File: src/rtl/nand_cb_pkg.sv
package nand_cb_pkg;
  typedef enum logic [1:0] {CYC_CMD, CYC_ADR, CYC_DAT, CYC_RD} cyc_kind_e;

  localparam logic [7:0] OP_LOAD     = 8'h00;
  localparam logic [7:0] OP_LOAD_CFM = 8'h35;
  localparam logic [7:0] OP_WRITE    = 8'h85;
  localparam logic [7:0] OP_WRITE_GO = 8'h10;
  localparam logic [7:0] OP_STAT     = 8'h70;

  localparam int STAT_RDY = 6;
  localparam int STAT_ERR = 0;

  typedef enum logic [3:0] {
    SQ_IDLE, SQ_LCMD, SQ_LADR, SQ_LCFM, SQ_WAIT, SQ_WCMD, SQ_WADR,
    SQ_XCMD, SQ_XADR, SQ_XDAT, SQ_WGO, SQ_SCMD, SQ_SRD, SQ_FIN
  } seq_state_e;
endpackage

File: src/rtl/nand_bus_cycle.sv
module nand_bus_cycle
  import nand_cb_pkg::*;
#(
  parameter int WLOW_W = 4
) (
  input  logic              clk_i,
  input  logic              rst_ni,
  input  logic              req_i,
  input  cyc_kind_e         kind_i,
  input  logic [7:0]        byte_i,
  input  logic [WLOW_W-1:0] wlow_i,
  input  logic [7:0]        rd_i,
  output logic              ack_o,
  output logic [7:0]        rdata_o,
  output logic              cle_o,
  output logic              ale_o,
  output logic              we_no,
  output logic              re_no,
  output logic [7:0]        io_o,
  output logic              io_oe_o
);
  typedef enum logic [1:0] {BC_IDLE, BC_LOW, BC_HOLD} bc_state_e;

  bc_state_e         st_q;
  cyc_kind_e         kind_q;
  logic [7:0]        byte_q;
  logic [7:0]        rdata_q;
  logic [WLOW_W-1:0] cnt_q;
  logic [WLOW_W-1:0] lim;
  logic              act, is_rd;

  assign lim = (wlow_i == '0) ? WLOW_W'(1) : wlow_i;

  always_ff @(posedge clk_i or negedge rst_ni) begin
    if (!rst_ni) begin
      st_q    <= BC_IDLE;
      kind_q  <= CYC_CMD;
      byte_q  <= '0;
      rdata_q <= '0;
      cnt_q   <= '0;
    end else begin
      unique case (st_q)
        BC_IDLE: if (req_i) begin
          kind_q <= kind_i;
          byte_q <= byte_i;
          cnt_q  <= WLOW_W'(1);
          st_q   <= BC_LOW;
        end
        BC_LOW: begin
          if (cnt_q >= lim) begin
            st_q <= BC_HOLD;
            if (kind_q == CYC_RD) rdata_q <= rd_i;
          end else begin
            cnt_q <= cnt_q + WLOW_W'(1);
          end
        end
        BC_HOLD: st_q <= BC_IDLE;
        default: st_q <= BC_IDLE;
      endcase
    end
  end

  assign act     = (st_q != BC_IDLE);
  assign is_rd   = (kind_q == CYC_RD);
  assign cle_o   = act && (kind_q == CYC_CMD);
  assign ale_o   = act && (kind_q == CYC_ADR);
  assign we_no   = !((st_q == BC_LOW) && !is_rd);
  assign re_no   = !((st_q == BC_LOW) && is_rd);
  assign io_oe_o = act && !is_rd;
  assign io_o    = (act && !is_rd) ? byte_q : 8'h00;
  assign ack_o   = (st_q == BC_HOLD);
  assign rdata_o = rdata_q;


  we_hold_chk: assert property (@(posedge clk_i) disable iff (!rst_ni)
    $rose(we_no) |-> $stable(io_o) && $stable(cle_o) && $stable(ale_o) && io_oe_o);
endmodule

File: src/rtl/nand_wait_timer.sv
module nand_wait_timer #(
  parameter int TMO_W = 16
) (
  input  logic             clk_i,
  input  logic             rst_ni,
  input  logic             clr_i,
  input  logic             en_i,
  input  logic [TMO_W-1:0] limit_i,
  output logic             expired_o
);
  logic [TMO_W-1:0] cnt_q;

  always_ff @(posedge clk_i or negedge rst_ni) begin
    if (!rst_ni)                    cnt_q <= '0;
    else if (clr_i)                 cnt_q <= '0;
    else if (en_i && cnt_q != '1)   cnt_q <= cnt_q + TMO_W'(1);
  end

  assign expired_o = (cnt_q >= limit_i);
endmodule

File: src/rtl/nand_copyback_seq.sv
module nand_copyback_seq
  import nand_cb_pkg::*;
#(
  parameter int ROW_BYTES = 3,
  parameter int COL_BYTES = 2,
  parameter int DIE_W     = 1,
  parameter int MAX_PATCH = 4,
  parameter int WLOW_W    = 4,
  parameter int TMO_W     = 16,
  localparam int ROW_W    = 8 * ROW_BYTES,
  localparam int COL_W    = 8 * COL_BYTES,
  localparam int CNT_W    = $clog2(MAX_PATCH + 1)
) (
  input  logic                       clk_i,
  input  logic                       rst_ni,
  input  logic                       start_i,
  input  logic [ROW_W-1:0]           src_row_i,
  input  logic [ROW_W-1:0]           dst_row_i,
  input  logic [CNT_W-1:0]           patch_cnt_i,
  input  logic [MAX_PATCH*COL_W-1:0] patch_col_i,
  input  logic [MAX_PATCH*8-1:0]     patch_dat_i,
  input  logic                       poll_mode_i,
  input  logic [WLOW_W-1:0]          we_low_i,
  input  logic [TMO_W-1:0]           timeout_i,
  input  logic                       rb_ni,
  input  logic [7:0]                 io_i,
  output logic                       cle_o,
  output logic                       ale_o,
  output logic                       we_no,
  output logic                       re_no,
  output logic [7:0]                 io_o,
  output logic                       io_oe_o,
  output logic                       busy_o,
  output logic                       done_o,
  output logic                       pass_o,
  output logic                       die_err_o,
  output logic                       tmo_err_o
);
  localparam int ADDR_CYC = COL_BYTES + ROW_BYTES;
  localparam int IDX_W    = $clog2(ADDR_CYC);

  seq_state_e        st_q;
  logic [ROW_W-1:0]  src_q, dst_q;
  logic [CNT_W-1:0]  pcnt_q, pidx_q;
  logic [IDX_W-1:0]  idx_q;
  logic [WLOW_W-1:0] wlow_q;
  logic              poll_q, late_q;
  logic              done_q, pass_q, die_q, tmo_q;

  logic              req, ack, expired, tmr_clr, tmr_en, die_mis;
  cyc_kind_e         kind;
  logic [7:0]        obyte, rdata;
  logic [ADDR_CYC*8-1:0] src_vec, dst_vec;
  logic [COL_W-1:0]  pcol;
  logic [7:0]        pdat;
  logic [CNT_W-1:0]  cnt_clamp;

  assign die_mis   = (src_row_i[ROW_W-1 -: DIE_W] != dst_row_i[ROW_W-1 -: DIE_W]);
  assign cnt_clamp = (int'(patch_cnt_i) > MAX_PATCH) ? CNT_W'(MAX_PATCH) : patch_cnt_i;
  assign src_vec   = {src_q, {COL_W{1'b0}}};
  assign dst_vec   = {dst_q, {COL_W{1'b0}}};
  assign pcol      = patch_col_i[int'(pidx_q)*COL_W +: COL_W];
  assign pdat      = patch_dat_i[int'(pidx_q)*8 +: 8];

  always_comb begin
    req   = 1'b1;
    kind  = CYC_CMD;
    obyte = 8'h00;
    unique case (st_q)
      SQ_LCMD: obyte = OP_LOAD;
      SQ_LADR: begin kind = CYC_ADR; obyte = src_vec[int'(idx_q)*8 +: 8]; end
      SQ_LCFM: obyte = OP_LOAD_CFM;
      SQ_WCMD: obyte = OP_WRITE;
      SQ_WADR: begin kind = CYC_ADR; obyte = dst_vec[int'(idx_q)*8 +: 8]; end
      SQ_XCMD: obyte = OP_WRITE;
      SQ_XADR: begin kind = CYC_ADR; obyte = pcol[int'(idx_q)*8 +: 8]; end
      SQ_XDAT: begin kind = CYC_DAT; obyte = pdat; end
      SQ_WGO:  obyte = OP_WRITE_GO;
      SQ_SCMD: obyte = OP_STAT;
      SQ_SRD:  kind = CYC_RD;
      default: req = 1'b0;
    endcase
  end

  assign tmr_clr = ack && (st_q == SQ_LCFM || st_q == SQ_WGO);
  assign tmr_en  = (st_q == SQ_WAIT || st_q == SQ_SCMD || st_q == SQ_SRD);

  always_ff @(posedge clk_i or negedge rst_ni) begin
    if (!rst_ni) begin
      st_q <= SQ_IDLE;
      src_q <= '0; dst_q <= '0;
      pcnt_q <= '0; pidx_q <= '0; idx_q <= '0;
      wlow_q <= '0; poll_q <= 1'b0; late_q <= 1'b0;
      done_q <= 1'b0; pass_q <= 1'b0; die_q <= 1'b0; tmo_q <= 1'b0;
    end else begin
      done_q <= 1'b0;
      unique case (st_q)
        SQ_IDLE: if (start_i) begin
          pass_q <= 1'b0;
          tmo_q  <= 1'b0;
          if (die_mis) begin
            die_q  <= 1'b1;
            done_q <= 1'b1;
          end else begin
            die_q  <= 1'b0;
            src_q  <= src_row_i;
            dst_q  <= dst_row_i;
            pcnt_q <= cnt_clamp;
            wlow_q <= we_low_i;
            poll_q <= poll_mode_i;
            late_q <= 1'b0;
            st_q   <= SQ_LCMD;
          end
        end
        SQ_LCMD: if (ack) begin idx_q <= '0; st_q <= SQ_LADR; end
        SQ_LADR: if (ack) begin
          if (idx_q == IDX_W'(ADDR_CYC - 1)) st_q <= SQ_LCFM;
          else idx_q <= idx_q + IDX_W'(1);
        end
        SQ_LCFM: if (ack) begin late_q <= 1'b0; st_q <= SQ_WAIT; end
        SQ_WAIT: begin
          if (poll_q)        st_q <= SQ_SCMD;
          else if (rb_ni)    st_q <= late_q ? SQ_SCMD : SQ_WCMD;
          else if (expired) begin tmo_q <= 1'b1; st_q <= SQ_FIN; end
        end
        SQ_WCMD: if (ack) begin idx_q <= '0; st_q <= SQ_WADR; end
        SQ_WADR: if (ack) begin
          if (idx_q == IDX_W'(ADDR_CYC - 1)) begin
            pidx_q <= '0;
            st_q   <= (pcnt_q != '0) ? SQ_XCMD : SQ_WGO;
          end else idx_q <= idx_q + IDX_W'(1);
        end
        SQ_XCMD: if (ack) begin idx_q <= '0; st_q <= SQ_XADR; end
        SQ_XADR: if (ack) begin
          if (idx_q == IDX_W'(COL_BYTES - 1)) st_q <= SQ_XDAT;
          else idx_q <= idx_q + IDX_W'(1);
        end
        SQ_XDAT: if (ack) begin
          if (pidx_q == pcnt_q - CNT_W'(1)) st_q <= SQ_WGO;
          else begin pidx_q <= pidx_q + CNT_W'(1); st_q <= SQ_XCMD; end
        end
        SQ_WGO:  if (ack) begin late_q <= 1'b1; st_q <= SQ_WAIT; end
        SQ_SCMD: if (ack) st_q <= SQ_SRD;
        SQ_SRD:  if (ack) begin
          if (rdata[STAT_RDY]) begin
            if (late_q) begin pass_q <= !rdata[STAT_ERR]; st_q <= SQ_FIN; end
            else st_q <= SQ_WCMD;
          end else if (expired) begin
            tmo_q <= 1'b1;
            st_q  <= SQ_FIN;
          end
        end
        SQ_FIN: begin done_q <= 1'b1; st_q <= SQ_IDLE; end
        default: st_q <= SQ_IDLE;
      endcase
    end
  end

  nand_bus_cycle #(.WLOW_W(WLOW_W)) u_bus (
    .clk_i   (clk_i),
    .rst_ni  (rst_ni),
    .req_i   (req),
    .kind_i  (kind),
    .byte_i  (obyte),
    .wlow_i  (wlow_q),
    .rd_i    (io_i),
    .ack_o   (ack),
    .rdata_o (rdata),
    .cle_o   (cle_o),
    .ale_o   (ale_o),
    .we_no   (we_no),
    .re_no   (re_no),
    .io_o    (io_o),
    .io_oe_o (io_oe_o)
  );

  nand_wait_timer #(.TMO_W(TMO_W)) u_tmr (
    .clk_i     (clk_i),
    .rst_ni    (rst_ni),
    .clr_i     (tmr_clr),
    .en_i      (tmr_en),
    .limit_i   (timeout_i),
    .expired_o (expired)
  );

  assign busy_o    = (st_q != SQ_IDLE);
  assign done_o    = done_q;
  assign pass_o    = pass_q;
  assign die_err_o = die_q;
  assign tmo_err_o = tmo_q;


  die_refuse_chk: assert property (@(posedge clk_i) disable iff (!rst_ni)
    start_i && !busy_o && die_mis |=> done_o && die_err_o && !busy_o && we_no);

  done_pulse_chk: assert property (@(posedge clk_i) disable iff (!rst_ni)
    done_o |=> !done_o);

  tmo_fail_chk: assert property (@(posedge clk_i) disable iff (!rst_ni)
    tmo_err_o |-> !pass_o);

  rb_gate_chk: assert property (@(posedge clk_i) disable iff (!rst_ni)
    !poll_q && cle_o && !we_no && io_o == OP_WRITE |-> rb_ni);
endmodule

File: config.mk
export PLATFORM = sky130hd
export DESIGN_NAME = nand_copyback_seq
export DESIGN_NICKNAME = d
export VERILOG_FILES = /design/src/rtl/nand_cb_pkg.sv /design/src/rtl/nand_bus_cycle.sv /design/src/rtl/nand_wait_timer.sv /design/src/rtl/nand_copyback_seq.sv
export SDC_FILE = /design/constraint.sdc
export NUM_CORES = 1
export LEC_CHECK = 0
export BUFFER_PORTS_ARGS = -buffer_cell sky130_fd_sc_hd__buf_2
export CAP_MARGIN = 40
export CORE_MARGIN = 4
export CORE_UTILIZATION = 53
export CTS_CLUSTER_DIAMETER = 100
export DETAILED_ROUTE_END_ITERATION = 12
export HOLD_SLACK_MARGIN = 0.12
export MAX_ROUTING_LAYER = met4
export PLACE_DENSITY = 0.81
export SLEW_MARGIN = 40
export SYNTH_ARGS = -nofsm -noshare
export SYNTH_HDL_FRONTEND = slang
export SYNTH_SLANG_ARGS = --single-unit
File: constraint.sdc
create_clock -name clk_i -period 3.2 [get_ports clk_i]
set_input_delay 0.48 -clock clk_i [delete_from_list [all_inputs] [get_ports clk_i]]
set_output_delay 0.48 -clock clk_i [all_outputs]
set_load 0.01 [all_outputs]
==> implementation parameters <==
Parameter                              Value

Run status
  Outcome ... completed

Clocking
  CTS tree ... built
  # H-tree levels ... 3
  Worst-skew pair later-pin latency ... 360 ps
  CTS root buffer ... clkbuf_16
  Number of CTS-inserted buffers ... 9
  Number of buffers on the longest clock path ... 2
  Buffers inserted during post-CTS setup optimization ... 0
  Resize count post-CTS ... 0
  Clock-pin slew on the worst setup and hold paths ... 80 ps
  Total clock sinks ... 105

Power
  Max rail drop VDD ... 423 µV
  Switching share of power ... 40.2%
  Static power due to leakage ... 3.96 nW
  Ratio of total power to cell area ... 761 nW/µm²
  Cell Int Power ... 3.74 mW
  Combinational share of power ... 46.7%
  Power share of the sequential group ... 35.3%
  Net switching power ... 2.51 mW
  Share of total power in the clock network ... 18.0%

GRT
  M2 GR Usage ... 45.0%
  Met3 global-route usage ... 4.71%
  Initial antenna violation count ... 0
  Overall Global Routing Usage ... 26.3%
  Layer with the highest usage after global routing ... met2
  Largest net degree at the start of global routing ... 71
  Routing usage on met1 ... 32.4%
  Via count of the first global-routing pass ... 5,829
  Gr ovfl total ... 0
  First-pass GRT wire length ... 29,500 µm

Placed design
  Count of buffers inserted at the top-level ports ... 191
  Post-detail-place hpwl ... 14,200 µm
  Placed Instances ... 1,001
  Final Wtd Congestion ... 0.858

Yosys
  Synthesized area ... 6780 µm²
  Distinct cell type count after synthesis ... 71
  Top flip-flop cell by instance count after synthesis ... dfrtp_1
  Synthesis-stage register bit count ... 105
  FFs w/ async S/R, synth ... 100%
  Seq/Total Area, Yosys ... 38.8%
  Warnings, synthesis ... 0
  EDFF count, synth ... 0
  Gate count after technology mapping ... 665
  Synthesized area per cell ... 10.2 µm²
  Post-Syn Nets ... 873

Routing
  DRC violation count after routing ... 0
  Vias ... 5,981
  Average routed wire per standard cell ... 18.0 µm
  Total wire length ... 18,300 µm
  Detailed Routing Iterations Pass 1 ... 5
  Antenna-violating nets left ... 0
  Vias per cell ... 5.88
  Iteration-0 DRC count of the detailed router ... 478

Finish
  Filler cell count in the final layout ... 1,033
  Final core occ ... 65.3%
  Most common library cell in the layout ignoring fill and taps ... buf_2
  Total Nets Final ... 1,049
  Inserted Diodes ... 0
  Area Growth Syn to Fin ... 21.0%
  Final instance count without filler cells ... 1,018
  Share of layout cells above drive strength 1 ... 37.6%
  Leading cell types in the layout, fill and taps excluded ... buf_2, dfrtp_1, nand2_1

Floorplanning
  Initial core utilization ... 53.9%
  Die span in y ... 121 µm
  Placeable core region ... 12,600 µm²
  DIE AREA ... 14,700 µm²
  Row cnt ... 41
  Die outline width ... 121 µm
  Total I/O pin count ... 198

Worst setup path
  Type of element launching the critical path ... register
  Highest net fanout along the worst path ... 9
  Worst EP required ... 2720 ps
  Endpoint arrival time on the critical path ... 2030 ps
  Worst setup path startpoint ... u_bus.st_q[1]
  Nature of the critical path endpoint ... output pin
  Reg-to-reg critical path startpoint ... wlow_q[3]
  WS Path Type ... reg2out

Timing
  Post-route clock period utilization ... 78.4%
  Final critical path time including I/O delays and setup ... 2510 ps
  Unrepaired setup endpoints after global routing ... no
  Slew at the pin closest to its max-slew limit ... 732 ps
  Number of hold-slack violations in the final timing report ... 0
  Slew HR ... 51.1%
  Slew Viols, Final ... 0
  Post-Route Hold Slack ... 343 ps
  Highest achievable clock rate ... 399 MHz
  Setup total negative slack ... 0 ps
  Count of endpoints failing setup in the final report ... 0
  Clk_skew ... 9.04 ps

Hold path
  Class of the worst hold path ... in2reg
  Startpoint of the lowest-slack hold path ... src_row_i[4]

Run
  Max-cap check violation count ... 0
-- power groups by stage --
stage | sequential [mW] | combinational (mW) | clock [mW]
final | 2.20 | 2.92 | 1.12
after global routing | 2.27 | 3.23 | 1.19
after detailed placement | 2.22 | 2.88 | 0
after global placement | 2.20 | 2.83 | 0
after CTS | 2.20 | 2.91 | 1.14
after floorplan | 2.06 | 2.27 | 0
-- cell families (layout without fill, tap and decap cells) --
family	after synthesis	count (layout)	synth area share [%]
xor+xnor	19	19	2.66
buf+inv	74	255	4.91
flops	105	105	38.8
simple gates	210	210	16.0
compound gates	142	142	14.2
mux	87	87	18.3
fa+ha+maj	28	28	5.17
-- stage by stage --
| step | power (mW) | worst slack [ps] | instance area, µm² |
|---|---|---|---|
| 3_5_place_dp | 5.10 | 725 | 7890 |
| 4_1_cts | 6.25 | 712 | 8210 |
| 5_1_grt | 6.69 | 518 | 8210 |
| 2_1_floorplan | 4.33 | 941 | 6780 |
| 6_report | 6.25 | 692 | 8210 |
| 3_3_place_gp | 5.03 | 767 | 7890 |
-- area by class of cell --
cell class	count	area [µm²]	share of cell area [%]
Clock inverter	6	65.1	0.793
Timing Repair Buffer	206	1110	13.5
Inverter	33	124	1.51
Clock buffer	10	239	2.91
Sequential cell	105	2630	32.0
Tap cell	172	215	2.62
Multi-Input combinational cell	486	3820	46.6
-- state kept, by name, summed over array words and instances, names as in the netlist --
register       flops
pass_o             1
done_o             1
idx_q              3
dst_q             24
die_err_o          1
u_bus.st_q         2
src_q             24
u_bus.byte_q       8
u_tmr.cnt_q       16
u_bus.cnt_q        4
late_q             1
poll_q             1
wlow_q             4
pidx_q             3
u_bus.kind_q       2
u_bus.rdata_o      2
st_q               4
pcnt_q             3
tmo_err_o          1
-- routing by layer --
metal	up-vias	wire length, µm
li1	2792	-
met5	-	0
met4	0	398
met3	31	1240
met2	245	9470
met1	2913	7210
-- timing repair --
action | in CTS | in global routing
setup endpoints to repair | 0 | 0
hold endpoints to repair | 35 | 0
hold buffers | 1 | 0
-- final timing paths --
path | end | depth (start not counted) | slack [ps]
setup / recovery | io_o[2] | 4 | 690
hold / removal | src_q[4] | 2 | 340
setup reg to reg | u_bus.cnt_q[3] | 9 | 700
hold reg to reg | pass_o | 1 | 460
max in group asynchronous | wlow_q[0] | 3 | 1850
min in group asynchronous | u_tmr.cnt_q[1] | 2 | 620
-- worst max-delay path, cell delays in order (launching register included) --
cell and delay (ps):
dfrtp_1 430, nor2_1 510, a21oi_1 320, and2_1 270, buf_2 140
-- synth_stat cells (13+ instances only) --
cell type,instances,share of area [%]
inv_1,31,1.7
mux2_2,58,9.6
xor2_1,13,1.7
ha_1,28,5.2
clkbuf_1,14,0.78
nand3_1,15,1.1
a221oi_1,15,1.9
nand2_1,66,3.7
o21ai_0,40,3.0
buf_2,20,1.5
dfrtp_1,105,39
nor2_1,46,2.5
a21oi_1,31,2.3
mux4_2,24,8.0
Power figures use the tool's default switching activity.
